$ cat src/rtl/flop_cmd_pkg.sv
package flop_cmd_pkg;

  typedef enum logic [1:0] {PH_IDLE, PH_PARAM, PH_EXEC, PH_RESULT} phase_e;

  localparam logic [1:0] A_CTRL = 2'd0;
  localparam logic [1:0] A_STAT = 2'd1;
  localparam logic [1:0] A_DATA = 2'd2;

  localparam logic [7:0] OP_SPECIFY = 8'h03;
  localparam logic [7:0] OP_RECAL   = 8'h07;
  localparam logic [7:0] OP_SENSE   = 8'h08;
  localparam logic [7:0] OP_SEEK    = 8'h0F;
  localparam logic [7:0] OP_VERSION = 8'h10;
  localparam logic [7:0] OP_CONFIG  = 8'h13;

  localparam logic [7:0] ID_BYTE  = 8'h90;
  localparam logic [7:0] BAD_BYTE = 8'h80;

  function automatic logic op_known(input logic [7:0] op);
    return op == OP_SPECIFY || op == OP_RECAL || op == OP_SENSE ||
           op == OP_SEEK || op == OP_VERSION || op == OP_CONFIG;
  endfunction

  function automatic logic [1:0] op_params(input logic [7:0] op);
    case (op)
      OP_SPECIFY: return 2'd2;
      OP_SEEK:    return 2'd2;
      OP_CONFIG:  return 2'd3;
      OP_RECAL:   return 2'd1;
      default:    return 2'd0;
    endcase
  endfunction

endpackage

$ cat src/rtl/flop_ctrl_reg.sv
module flop_ctrl_reg (
  input  logic       clk,
  input  logic       rst_n,
  input  logic       wr,
  input  logic [7:0] wdata,
  output logic [7:0] ctrl_q,
  output logic       hold,
  output logic       arm
);
  always_ff @(posedge clk or negedge rst_n) begin
    if (!rst_n) ctrl_q <= 8'h00;
    else if (wr) ctrl_q <= wdata;
  end

  assign hold = !ctrl_q[2];
  // release from reset: bit 2 goes from 0 to 1
  assign arm  = wr && wdata[2] && !ctrl_q[2];

  a_r9_ctrl_readback: assert property (@(posedge clk) disable iff (!rst_n)
    wr |=> ctrl_q == $past(wdata));
endmodule

$ cat src/rtl/flop_drive_track.sv
module flop_drive_track #(
  parameter int NDRV  = 4,
  parameter int CYL_W = 8,
  localparam int DRV_W = $clog2(NDRV)
) (
  input  logic                    clk,
  input  logic                    rst_n,
  input  logic                    hold,
  input  logic                    arm,
  input  logic                    done_en,
  input  logic [DRV_W-1:0]        done_drv,
  input  logic [CYL_W-1:0]        done_cyl,
  input  logic [7:0]              done_st0,
  input  logic                    clr_en,
  input  logic [DRV_W-1:0]        clr_drv,
  output logic [NDRV*CYL_W-1:0]   cyl_flat,
  output logic [NDRV*8-1:0]       st0_flat,
  output logic [NDRV-1:0]         pend
);
  for (genvar i = 0; i < NDRV; i++) begin : g_drv
    always_ff @(posedge clk or negedge rst_n) begin
      if (!rst_n) begin
        pend[i] <= 1'b0;
        cyl_flat[i*CYL_W +: CYL_W] <= '0;
        st0_flat[i*8 +: 8] <= 8'h00;
      end else if (arm) begin
        pend[i] <= 1'b1;
        cyl_flat[i*CYL_W +: CYL_W] <= '0;
        st0_flat[i*8 +: 8] <= 8'hC0 | 8'(i);
      end else if (hold) begin
        pend[i] <= 1'b0;
        cyl_flat[i*CYL_W +: CYL_W] <= '0;
      end else if (done_en && done_drv == DRV_W'(i)) begin
        pend[i] <= 1'b1;
        cyl_flat[i*CYL_W +: CYL_W] <= done_cyl;
        st0_flat[i*8 +: 8] <= done_st0;
      end else if (clr_en && clr_drv == DRV_W'(i)) begin
        pend[i] <= 1'b0;
      end
    end
  end

  a_r10_release_all_pending: assert property (@(posedge clk) disable iff (!rst_n)
    arm |=> &pend);
  a_r7_done_sets_pending: assert property (@(posedge clk) disable iff (!rst_n)
    (done_en && !hold && !arm) |=> pend[$past(done_drv)]);
endmodule

$ cat src/rtl/flop_seq.sv
module flop_seq
  import flop_cmd_pkg::*;
#(
  parameter int NDRV     = 4,
  parameter int CYL_W    = 8,
  parameter int STEP_CYC = 4,
  localparam int DRV_W = $clog2(NDRV),
  localparam int CNT_W = $clog2(((1 << CYL_W) - 1) * STEP_CYC + 2)
) (
  input  logic                  clk,
  input  logic                  rst_n,
  input  logic                  hold,
  input  logic                  arm,
  input  logic                  data_wr,
  input  logic                  data_rd,
  input  logic [7:0]            wdata,
  input  logic [NDRV-1:0]       pend,
  input  logic [NDRV*CYL_W-1:0] cyl_flat,
  input  logic [NDRV*8-1:0]     st0_flat,
  output logic [7:0]            res_byte,
  output logic [7:0]            msr,
  output logic [3:0]            srt,
  output logic [3:0]            hut,
  output logic [6:0]            hlt,
  output logic                  ndma,
  output logic                  fifo_on,
  output logic [3:0]            thresh,
  output logic                  impl_seek,
  output logic                  perr,
  output logic                  irq_flag,
  output logic                  done_en,
  output logic [DRV_W-1:0]      done_drv,
  output logic [CYL_W-1:0]      done_cyl,
  output logic [7:0]            done_st0,
  output logic                  clr_en,
  output logic [DRV_W-1:0]      clr_drv
);
  phase_e           phase;
  logic [7:0]       op_q, p0_q, res0_q, res1_q;
  logic [1:0]       pcnt_q, pneed_q;
  logic             ridx_q, rlen2_q, drain_q, head_q;
  logic [DRV_W-1:0] xdrv_q;
  logic [CYL_W-1:0] xtgt_q;
  logic [CNT_W-1:0] cnt_q;

  logic             wr_ok, is_idle, drain_act, bad_f, last_f, any_pend;
  logic [7:0]       op_f;
  logic [1:0]       need_f;
  logic [DRV_W-1:0] sel, mv_drv;
  logic [CYL_W-1:0] mv_tgt, mv_cur, mv_dist;

  assign is_idle   = phase == PH_IDLE;
  assign wr_ok     = data_wr && (is_idle || phase == PH_PARAM);
  assign drain_act = drain_q && |pend;
  assign op_f      = is_idle ? wdata : op_q;
  assign bad_f     = is_idle && (!op_known(wdata) || (drain_act && wdata != OP_SENSE));
  assign need_f    = bad_f ? 2'd0 : op_params(wdata);
  assign last_f    = is_idle ? (need_f == 2'd0) : (pcnt_q == pneed_q - 2'd1);

  always_comb begin
    any_pend = |pend;
    sel = '0;
    for (int i = NDRV - 1; i >= 0; i--) if (pend[i]) sel = DRV_W'(i);
  end

  // head-movement target, valid when the last parameter arrives
  assign mv_drv  = (op_f == OP_SEEK) ? p0_q[DRV_W-1:0] : wdata[DRV_W-1:0];
  assign mv_tgt  = (op_f == OP_SEEK) ? wdata[CYL_W-1:0] : '0;
  assign mv_cur  = cyl_flat[mv_drv*CYL_W +: CYL_W];
  assign mv_dist = (mv_tgt > mv_cur) ? mv_tgt - mv_cur : mv_cur - mv_tgt;

  assign done_en  = phase == PH_EXEC && cnt_q == '0 && !hold;
  assign done_drv = xdrv_q;
  assign done_cyl = xtgt_q;
  assign done_st0 = 8'h20 | {5'd0, head_q, 2'd0} | 8'(xdrv_q);
  assign clr_en   = wr_ok && last_f && op_f == OP_SENSE && !bad_f && any_pend;
  assign clr_drv  = sel;

  assign res_byte = ridx_q ? res1_q : res0_q;
  assign msr = {phase != PH_EXEC, phase == PH_RESULT,
                phase == PH_EXEC && ndma, !is_idle,
                (phase == PH_EXEC) ? 4'(4'd1 << xdrv_q) : 4'd0};

  always_ff @(posedge clk or negedge rst_n) begin
    if (!rst_n) begin
      phase <= PH_IDLE; op_q <= '0; p0_q <= '0; res0_q <= '0; res1_q <= '0;
      pcnt_q <= '0; pneed_q <= '0; ridx_q <= 1'b0; rlen2_q <= 1'b0;
      drain_q <= 1'b0; head_q <= 1'b0; xdrv_q <= '0; xtgt_q <= '0; cnt_q <= '0;
      srt <= '0; hut <= '0; hlt <= '0; ndma <= 1'b0;
      fifo_on <= 1'b0; thresh <= '0; impl_seek <= 1'b0;
      perr <= 1'b0; irq_flag <= 1'b0;
    end else if (hold) begin
      phase <= PH_IDLE; ridx_q <= 1'b0;
      srt <= '0; hut <= '0; hlt <= '0; ndma <= 1'b0;
      fifo_on <= 1'b0; thresh <= '0;
      perr <= 1'b0;
      irq_flag <= arm;
      drain_q <= arm;
    end else begin
      if (drain_q && !any_pend) drain_q <= 1'b0;
      if (data_wr && !(is_idle || phase == PH_PARAM)) perr <= 1'b1;
      if (phase == PH_EXEC) begin
        if (done_en) begin
          phase <= PH_IDLE;
          irq_flag <= 1'b1;
        end else cnt_q <= cnt_q - CNT_W'(1);
      end
      if (phase == PH_RESULT && data_rd) begin
        irq_flag <= 1'b0;
        if (ridx_q == rlen2_q) begin
          phase <= PH_IDLE;
          ridx_q <= 1'b0;
        end else ridx_q <= 1'b1;
      end
      if (wr_ok) begin
        if (is_idle) begin
          op_q <= wdata; pcnt_q <= '0; pneed_q <= need_f;
        end else begin
          pcnt_q <= pcnt_q + 2'd1;
          if (pcnt_q == 2'd0) p0_q <= wdata;
          if (op_q == OP_CONFIG && pcnt_q == 2'd1) begin
            impl_seek <= wdata[6];
            fifo_on   <= !wdata[5];
            thresh    <= wdata[3:0];
          end
        end
        if (!last_f) phase <= PH_PARAM;
        else if (bad_f) begin
          res0_q <= BAD_BYTE; rlen2_q <= 1'b0; ridx_q <= 1'b0; phase <= PH_RESULT;
        end else begin
          case (op_f)
            OP_VERSION: begin
              res0_q <= ID_BYTE; rlen2_q <= 1'b0; ridx_q <= 1'b0; phase <= PH_RESULT;
            end
            OP_SENSE: begin
              irq_flag <= 1'b0;
              ridx_q <= 1'b0; phase <= PH_RESULT;
              if (any_pend) begin
                res0_q  <= st0_flat[sel*8 +: 8];
                res1_q  <= 8'(cyl_flat[sel*CYL_W +: CYL_W]);
                rlen2_q <= 1'b1;
              end else begin
                res0_q <= BAD_BYTE; rlen2_q <= 1'b0;
              end
            end
            OP_SPECIFY: begin
              srt <= p0_q[7:4]; hut <= p0_q[3:0];
              hlt <= wdata[7:1]; ndma <= wdata[0];
              phase <= PH_IDLE;
            end
            OP_SEEK, OP_RECAL: begin
              xdrv_q <= mv_drv; xtgt_q <= mv_tgt;
              head_q <= (op_f == OP_SEEK) ? p0_q[2] : 1'b0;
              cnt_q  <= CNT_W'(mv_dist) * CNT_W'(STEP_CYC);
              phase  <= PH_EXEC;
            end
            default: phase <= PH_IDLE;
          endcase
        end
      end
    end
  end

  a_r4_version_result: assert property (@(posedge clk) disable iff (!rst_n || hold)
    (wr_ok && is_idle && wdata == OP_VERSION && !drain_act) |=>
      (phase == PH_RESULT && res_byte == ID_BYTE));
  a_r2_last_read_exits: assert property (@(posedge clk) disable iff (!rst_n || hold)
    (phase == PH_RESULT && data_rd && ridx_q == rlen2_q) |=> phase == PH_IDLE);
  a_r12_bad_write_flags: assert property (@(posedge clk) disable iff (!rst_n || hold)
    (data_wr && (phase == PH_EXEC || phase == PH_RESULT)) |=> perr);
  a_r13_read_clears_irq: assert property (@(posedge clk) disable iff (!rst_n || hold)
    (phase == PH_RESULT && data_rd) |=> !irq_flag);
  a_r11_drain_blocks: assert property (@(posedge clk) disable iff (!rst_n || hold)
    (wr_ok && is_idle && drain_act && wdata != OP_SENSE) |=>
      (phase == PH_RESULT && res_byte == BAD_BYTE));
  a_r3_exec_no_request: assert property (@(posedge clk) disable iff (!rst_n || hold)
    (phase == PH_EXEC && !done_en) |=> !msr[7]);
endmodule

$ cat src/rtl/flop_cmd_front.sv
module flop_cmd_front
  import flop_cmd_pkg::*;
#(
  parameter int NDRV     = 4,
  parameter int CYL_W    = 8,
  parameter int STEP_CYC = 4
) (
  input  logic       clk,
  input  logic       rst_n,
  input  logic [1:0] bus_addr,
  input  logic       bus_wr,
  input  logic       bus_rd,
  input  logic [7:0] bus_wdata,
  output logic [7:0] bus_rdata,
  output logic       irq,
  output logic [1:0] drv_sel,
  output logic [3:0] motor_on,
  output logic       ctl_in_reset,
  output logic [3:0] step_rate,
  output logic [3:0] unload_time,
  output logic [6:0] load_time,
  output logic       no_dma,
  output logic       fifo_on,
  output logic [3:0] fifo_thresh,
  output logic       implied_seek,
  output logic       proto_err
);
  localparam int DRV_W = $clog2(NDRV);

  logic [7:0] ctrl_q, msr, res_byte, done_st0;
  logic hold, arm, irq_flag, done_en, clr_en;
  logic [DRV_W-1:0] done_drv, clr_drv;
  logic [CYL_W-1:0] done_cyl;
  logic [NDRV-1:0] pend;
  logic [NDRV*CYL_W-1:0] cyl_flat;
  logic [NDRV*8-1:0] st0_flat;

  flop_ctrl_reg u_ctrl (
    .clk(clk), .rst_n(rst_n), .wr(bus_wr && bus_addr == A_CTRL),
    .wdata(bus_wdata), .ctrl_q(ctrl_q), .hold(hold), .arm(arm));

  flop_drive_track #(.NDRV(NDRV), .CYL_W(CYL_W)) u_track (
    .clk(clk), .rst_n(rst_n), .hold(hold), .arm(arm),
    .done_en(done_en), .done_drv(done_drv), .done_cyl(done_cyl), .done_st0(done_st0),
    .clr_en(clr_en), .clr_drv(clr_drv),
    .cyl_flat(cyl_flat), .st0_flat(st0_flat), .pend(pend));

  flop_seq #(.NDRV(NDRV), .CYL_W(CYL_W), .STEP_CYC(STEP_CYC)) u_seq (
    .clk(clk), .rst_n(rst_n), .hold(hold), .arm(arm),
    .data_wr(bus_wr && bus_addr == A_DATA), .data_rd(bus_rd && bus_addr == A_DATA),
    .wdata(bus_wdata), .pend(pend), .cyl_flat(cyl_flat), .st0_flat(st0_flat),
    .res_byte(res_byte), .msr(msr),
    .srt(step_rate), .hut(unload_time), .hlt(load_time), .ndma(no_dma),
    .fifo_on(fifo_on), .thresh(fifo_thresh), .impl_seek(implied_seek),
    .perr(proto_err), .irq_flag(irq_flag),
    .done_en(done_en), .done_drv(done_drv), .done_cyl(done_cyl), .done_st0(done_st0),
    .clr_en(clr_en), .clr_drv(clr_drv));

  always_comb begin
    case (bus_addr)
      A_CTRL:  bus_rdata = ctrl_q;
      A_STAT:  bus_rdata = msr;
      A_DATA:  bus_rdata = (msr[7] && msr[6]) ? res_byte : 8'h00;
      default: bus_rdata = 8'h00;
    endcase
  end

  assign irq          = irq_flag && ctrl_q[3];
  assign drv_sel      = ctrl_q[1:0];
  assign motor_on     = ctrl_q[7:4];
  assign ctl_in_reset = hold;

  a_r10_hold_clears_fifo: assert property (@(posedge clk) disable iff (!rst_n)
    (hold && $past(hold)) |-> (!fifo_on && fifo_thresh == 4'd0 && !proto_err));
endmodule

$ cat config.mk
export PLATFORM = sky130hd
export DESIGN_NAME = flop_cmd_front
export DESIGN_NICKNAME = d
export VERILOG_FILES = /design/src/rtl/flop_cmd_pkg.sv /design/src/rtl/flop_ctrl_reg.sv /design/src/rtl/flop_drive_track.sv /design/src/rtl/flop_seq.sv /design/src/rtl/flop_cmd_front.sv
export SDC_FILE = /design/constraint.sdc
export NUM_CORES = 1
export LEC_CHECK = 0
export BUFFER_PORTS_ARGS = -buffer_cell sky130_fd_sc_hd__buf_4
export CAP_MARGIN = 10
export CORE_UTILIZATION = 25
export DETAILED_ROUTE_END_ITERATION = 7
export MAX_ROUTING_LAYER = met4
export SLEW_MARGIN = 20
export SYNTH_ARGS = -nofsm -noshare
export SYNTH_HDL_FRONTEND = slang
export SYNTH_SLANG_ARGS = --single-unit
$ cat constraint.sdc
create_clock -name clk -period 6.8 [get_ports clk]
set_input_delay 0.68 -clock clk [delete_from_list [all_inputs] [get_ports clk]]
set_output_delay 0.68 -clock clk [all_outputs]
set_load 0.01 [all_outputs]
==> out/qor.yml <==
status:
  status: "finished clean"
clock_tree:
  cts_tree: "built"
  clock_path_buffers: 2
  clk_pin_slew_ps: 60
  cts_hold_buf: 0
  cts_setup_buffers: 0
  cts_sinks: 149
  cts-resized-gates: 0
  cts_buffers: 17
  h-tree-depth: 4
  clk_latency_ps: 430
  cts-root-buf: "clkbuf_16"
route:
  drt_wl_total_um: 22000
  route.detailed.drc: 0
  drtPass1Iterations: 5
  num_vias: 6271
  vias_per_cell: 5.07
  ant_nets: 0
  wire_per_inst_um: 17.8
  drtIter0Drc: 604
timing:
  min_period_over_period_pct: 88.2
  period_minus_slack_ps: 6000
  hold-worst-slack_ps: 330
  tns_ps: 0
  setup_viol: 0
  max_freq_mhz: 167
  finalMaxSlewViolations: 0
  fin_skew_ps: 11.5
  hold_viol: 0
  tightest_slew_ps: 1070
  rsz0062_at_grt: "false"
  relSlewSlack_pct: 28.0
worst_setup_path:
  cp.required_ps: 7140
  critPathCaptureType: "register"
  cp_cell_sequence: "or2_1 > buf_4 > or4_4 > a221oi_4 > and2_1 > mux2i_4 > mux4_2 > ha_1 > nand4_1 > a21o_1 > a2111oi_0 > a211oi_1 > o41ai_1 > a21boi_0 > o31ai_1"
  arrival_ps: 6340
  critPathMaxFanout: 17
  cp-start-kind: "register"
  timing.reg2reg.setup_slack_ps: 800
  cpPeakStageDelay_ps: 610
  slowest_stage: "mux2i_4"
  worstSetupPathType: "register to register"
synth:
  ys_seq_area_share_pct: 46.8
  ys_warn_count: 0
  async_flop_share_pct: 100
  netlist_instances: 802
  synth_area_sq_um: 7970
  ys_types: 62
  yosysTopAreaCell: "dfrtp_1"
  yosysMostFrequentCell: "dfrtp_1"
  synth_common_cells: "149 x dfrtp_1, 89 x nand2_1, 59 x nor2_1, 49 x mux2i_1, 48 x clkbuf_1"
  synth_edf_count: 0
  synth_top_area_share_pct: 46.8
  yosys_register_bits: 149
  synth_nets: 836
  synth_top_flop_cell: "dfrtp_1"
  syn_area_per_cell_sq_um: 9.94
  synth.area.top_cells: "dfrtp_1 47%, mux2i_1 6.2%, mux2_2 4.8%, nand2_1 4.2%, a21oi_1 2.9%"
die:
  dieArea_sq_um: 32600
  core_sq_um: 31500
  die_h_um: 181
  die_w_um: 181
  rows: 65
  initial_core_util_pct: 25.3
  ioPinCount: 53
placed_design:
  place_area_sq_um: 8710
  dpl.hpwl_um: 15100
  gp_congestion: 0.877
  dp.cells: 1206
  portBuffers: 52
global_route:
  grt_pass1_vias: 6221
  grt_overflow: 0
  grt.busiest_layer: "met2"
  grt_pass1_wl_um: 35900
  antenna_found_initial: 0
  gr-usage-met3_pct: 2.43
  grt_use_met2_pct: 22.3
  grtUsageMet1_pct: 19.1
  grt_max_degree: 89
  grt_use_total_pct: 14.5
cells_and_area:
  synthToLayoutAreaGrowth_pct: 16.3
  final_nets: 857
  final_layout_size_suffix_gt1_share_pct: 18.1
  fin_cells: 1237
  n_antenna_cell: 0
  fill_cells: 3203
  fin_area_sq_um: 9270
power_and_ir_drop:
  p_total_w: 0.00226
  p_leak_nw: 4.06
  peakVddDrop_uv: 120
  p_per_area_nw_per_um2: 243
job:
  maxCapViolCount: 0
min_path:
  hold_class: "input pin to async pin"
stage by stage:
step           utilization, %  setup slack (ps)
3_5_place_dp             27.7               878
5_1_grt                  29.4               254
3_3_place_gp             27.7               986
4_1_cts                  29.4               828
2_1_floorplan               -              1470
6_report                 29.4               800
power by group:
| part | total [W] | internal [W] | switching, W |
|---|---|---|---|
| combinational | 0.000312 | 0.000126 | 0.000186 |
| sequential | 0.00105 | 0.000967 | 0.0000784 |
| clock | 0.000898 | 0.000506 | 0.000392 |
| total | 0.00226 | 0.00160 | 0.000656 |
critical path: cells and delay by family (launching register included):
family / cells / cell delay, ps
muxes: 2 / 1220
AOI/OAI and AO/OA: 7 / 2090
adders and majority gates: 1 / 470
and+or+nand+nor: 4 / 1390
buffers and inverters: 1 / 190
DFF: 1 / 530
state kept, by name, indices dropped and copies added, names as in the netlist, 7 cells and up:
register          cells
u_track.cyl_flat     32
u_track.st0_flat     20
u_seq.cnt_q          10
u_ctrl.ctrl_q         8
u_seq.done_cyl        8
u_seq.op_q            8
u_seq.p0_q            8
u_seq.res1_q          8
u_seq.hlt             7
u_seq.res0_q          7
per-layer routing:
layer,vias up,share of wire (%)
li1,2908,-
met1,3146,47
met2,184,47
met3,33,4.3
met4,0,2.2
met5,-,0
path summary, 6_finish.rpt:
kind                                                       start                               end  cells past startpoint
worst max-delay path                    u_seq.phase[1]$_DFF_PN0_        u_seq.cnt_q[9]$_DFFE_PN0P_                     15
worst min-delay path                                       rst_n         u_seq.op_q[6]$_DFFE_PN0P_                      1
worst max register to register          u_seq.phase[1]$_DFF_PN0_        u_seq.cnt_q[9]$_DFFE_PN0P_                     15
worst min register to register  u_track.st0_flat[24]$_DFFE_PN0P_  u_track.st0_flat[24]$_DFFE_PN0P_                      1
max in group asynchronous                                  rst_n       u_seq.res0_q[0]$_DFFE_PN0P_                      2
min in group clk                u_track.st0_flat[24]$_DFFE_PN0P_  u_track.st0_flat[24]$_DFFE_PN0P_                      1
logic make-up after synthesis:
logic type               count (synthesis)  synth area share, %
adder cells (fa/ha/maj)                 20                 3.33
multiplexers                            92                 13.5
AO/OA/AOI/OAI                          173                 14.7
flip-flops                             149                 46.8
XOR/XNOR                                 9                0.989
buffers and inverters                   97                 4.99
AND/OR/NAND/NOR                        262                 15.7
final cells by class:
| type | count | area (sq um) | share of cell area (%) |
|---|---|---|---|
| Clock inverter | 13 | 126 | 1.36 |
| Tap cell | 402 | 503 | 5.43 |
| Timing Repair Buffer | 64 | 484 | 5.22 |
| Clock buffer | 18 | 429 | 4.63 |
| Inverter | 35 | 131 | 1.42 |
| Multi-Input combinational cell | 556 | 3860 | 41.7 |
| Sequential cell | 149 | 3730 | 40.2 |
cells in the final DEF (no fill, tap or decap), types with 4 or more instances in the layout:
master,n
a211oi_1,4
a21o_1,12
a21oi_1,46
a222oi_1,13
a22o_1,15
a31oi_1,6
and2_1,13
and3_1,8
buf_4,63
clkbuf_16,17
clkinvlp_4,4
dfrtp_1,149
ha_1,18
inv_1,27
inv_2,8
inv_6,4
mux2_2,34
mux2i_1,49
mux4_2,8
nand2_1,89
nand2b_1,5
nand3_1,26
nand4_1,4
nor2_1,59
nor2b_1,14
nor3_1,12
nor3b_1,6
nor4_1,5
o21a_1,4
o21ai_0,38
o22ai_1,5
o41ai_1,4
or3_1,10
xnor2_1,5
xor2_1,4
No activity file was read; power rests on OpenSTA's default activity.
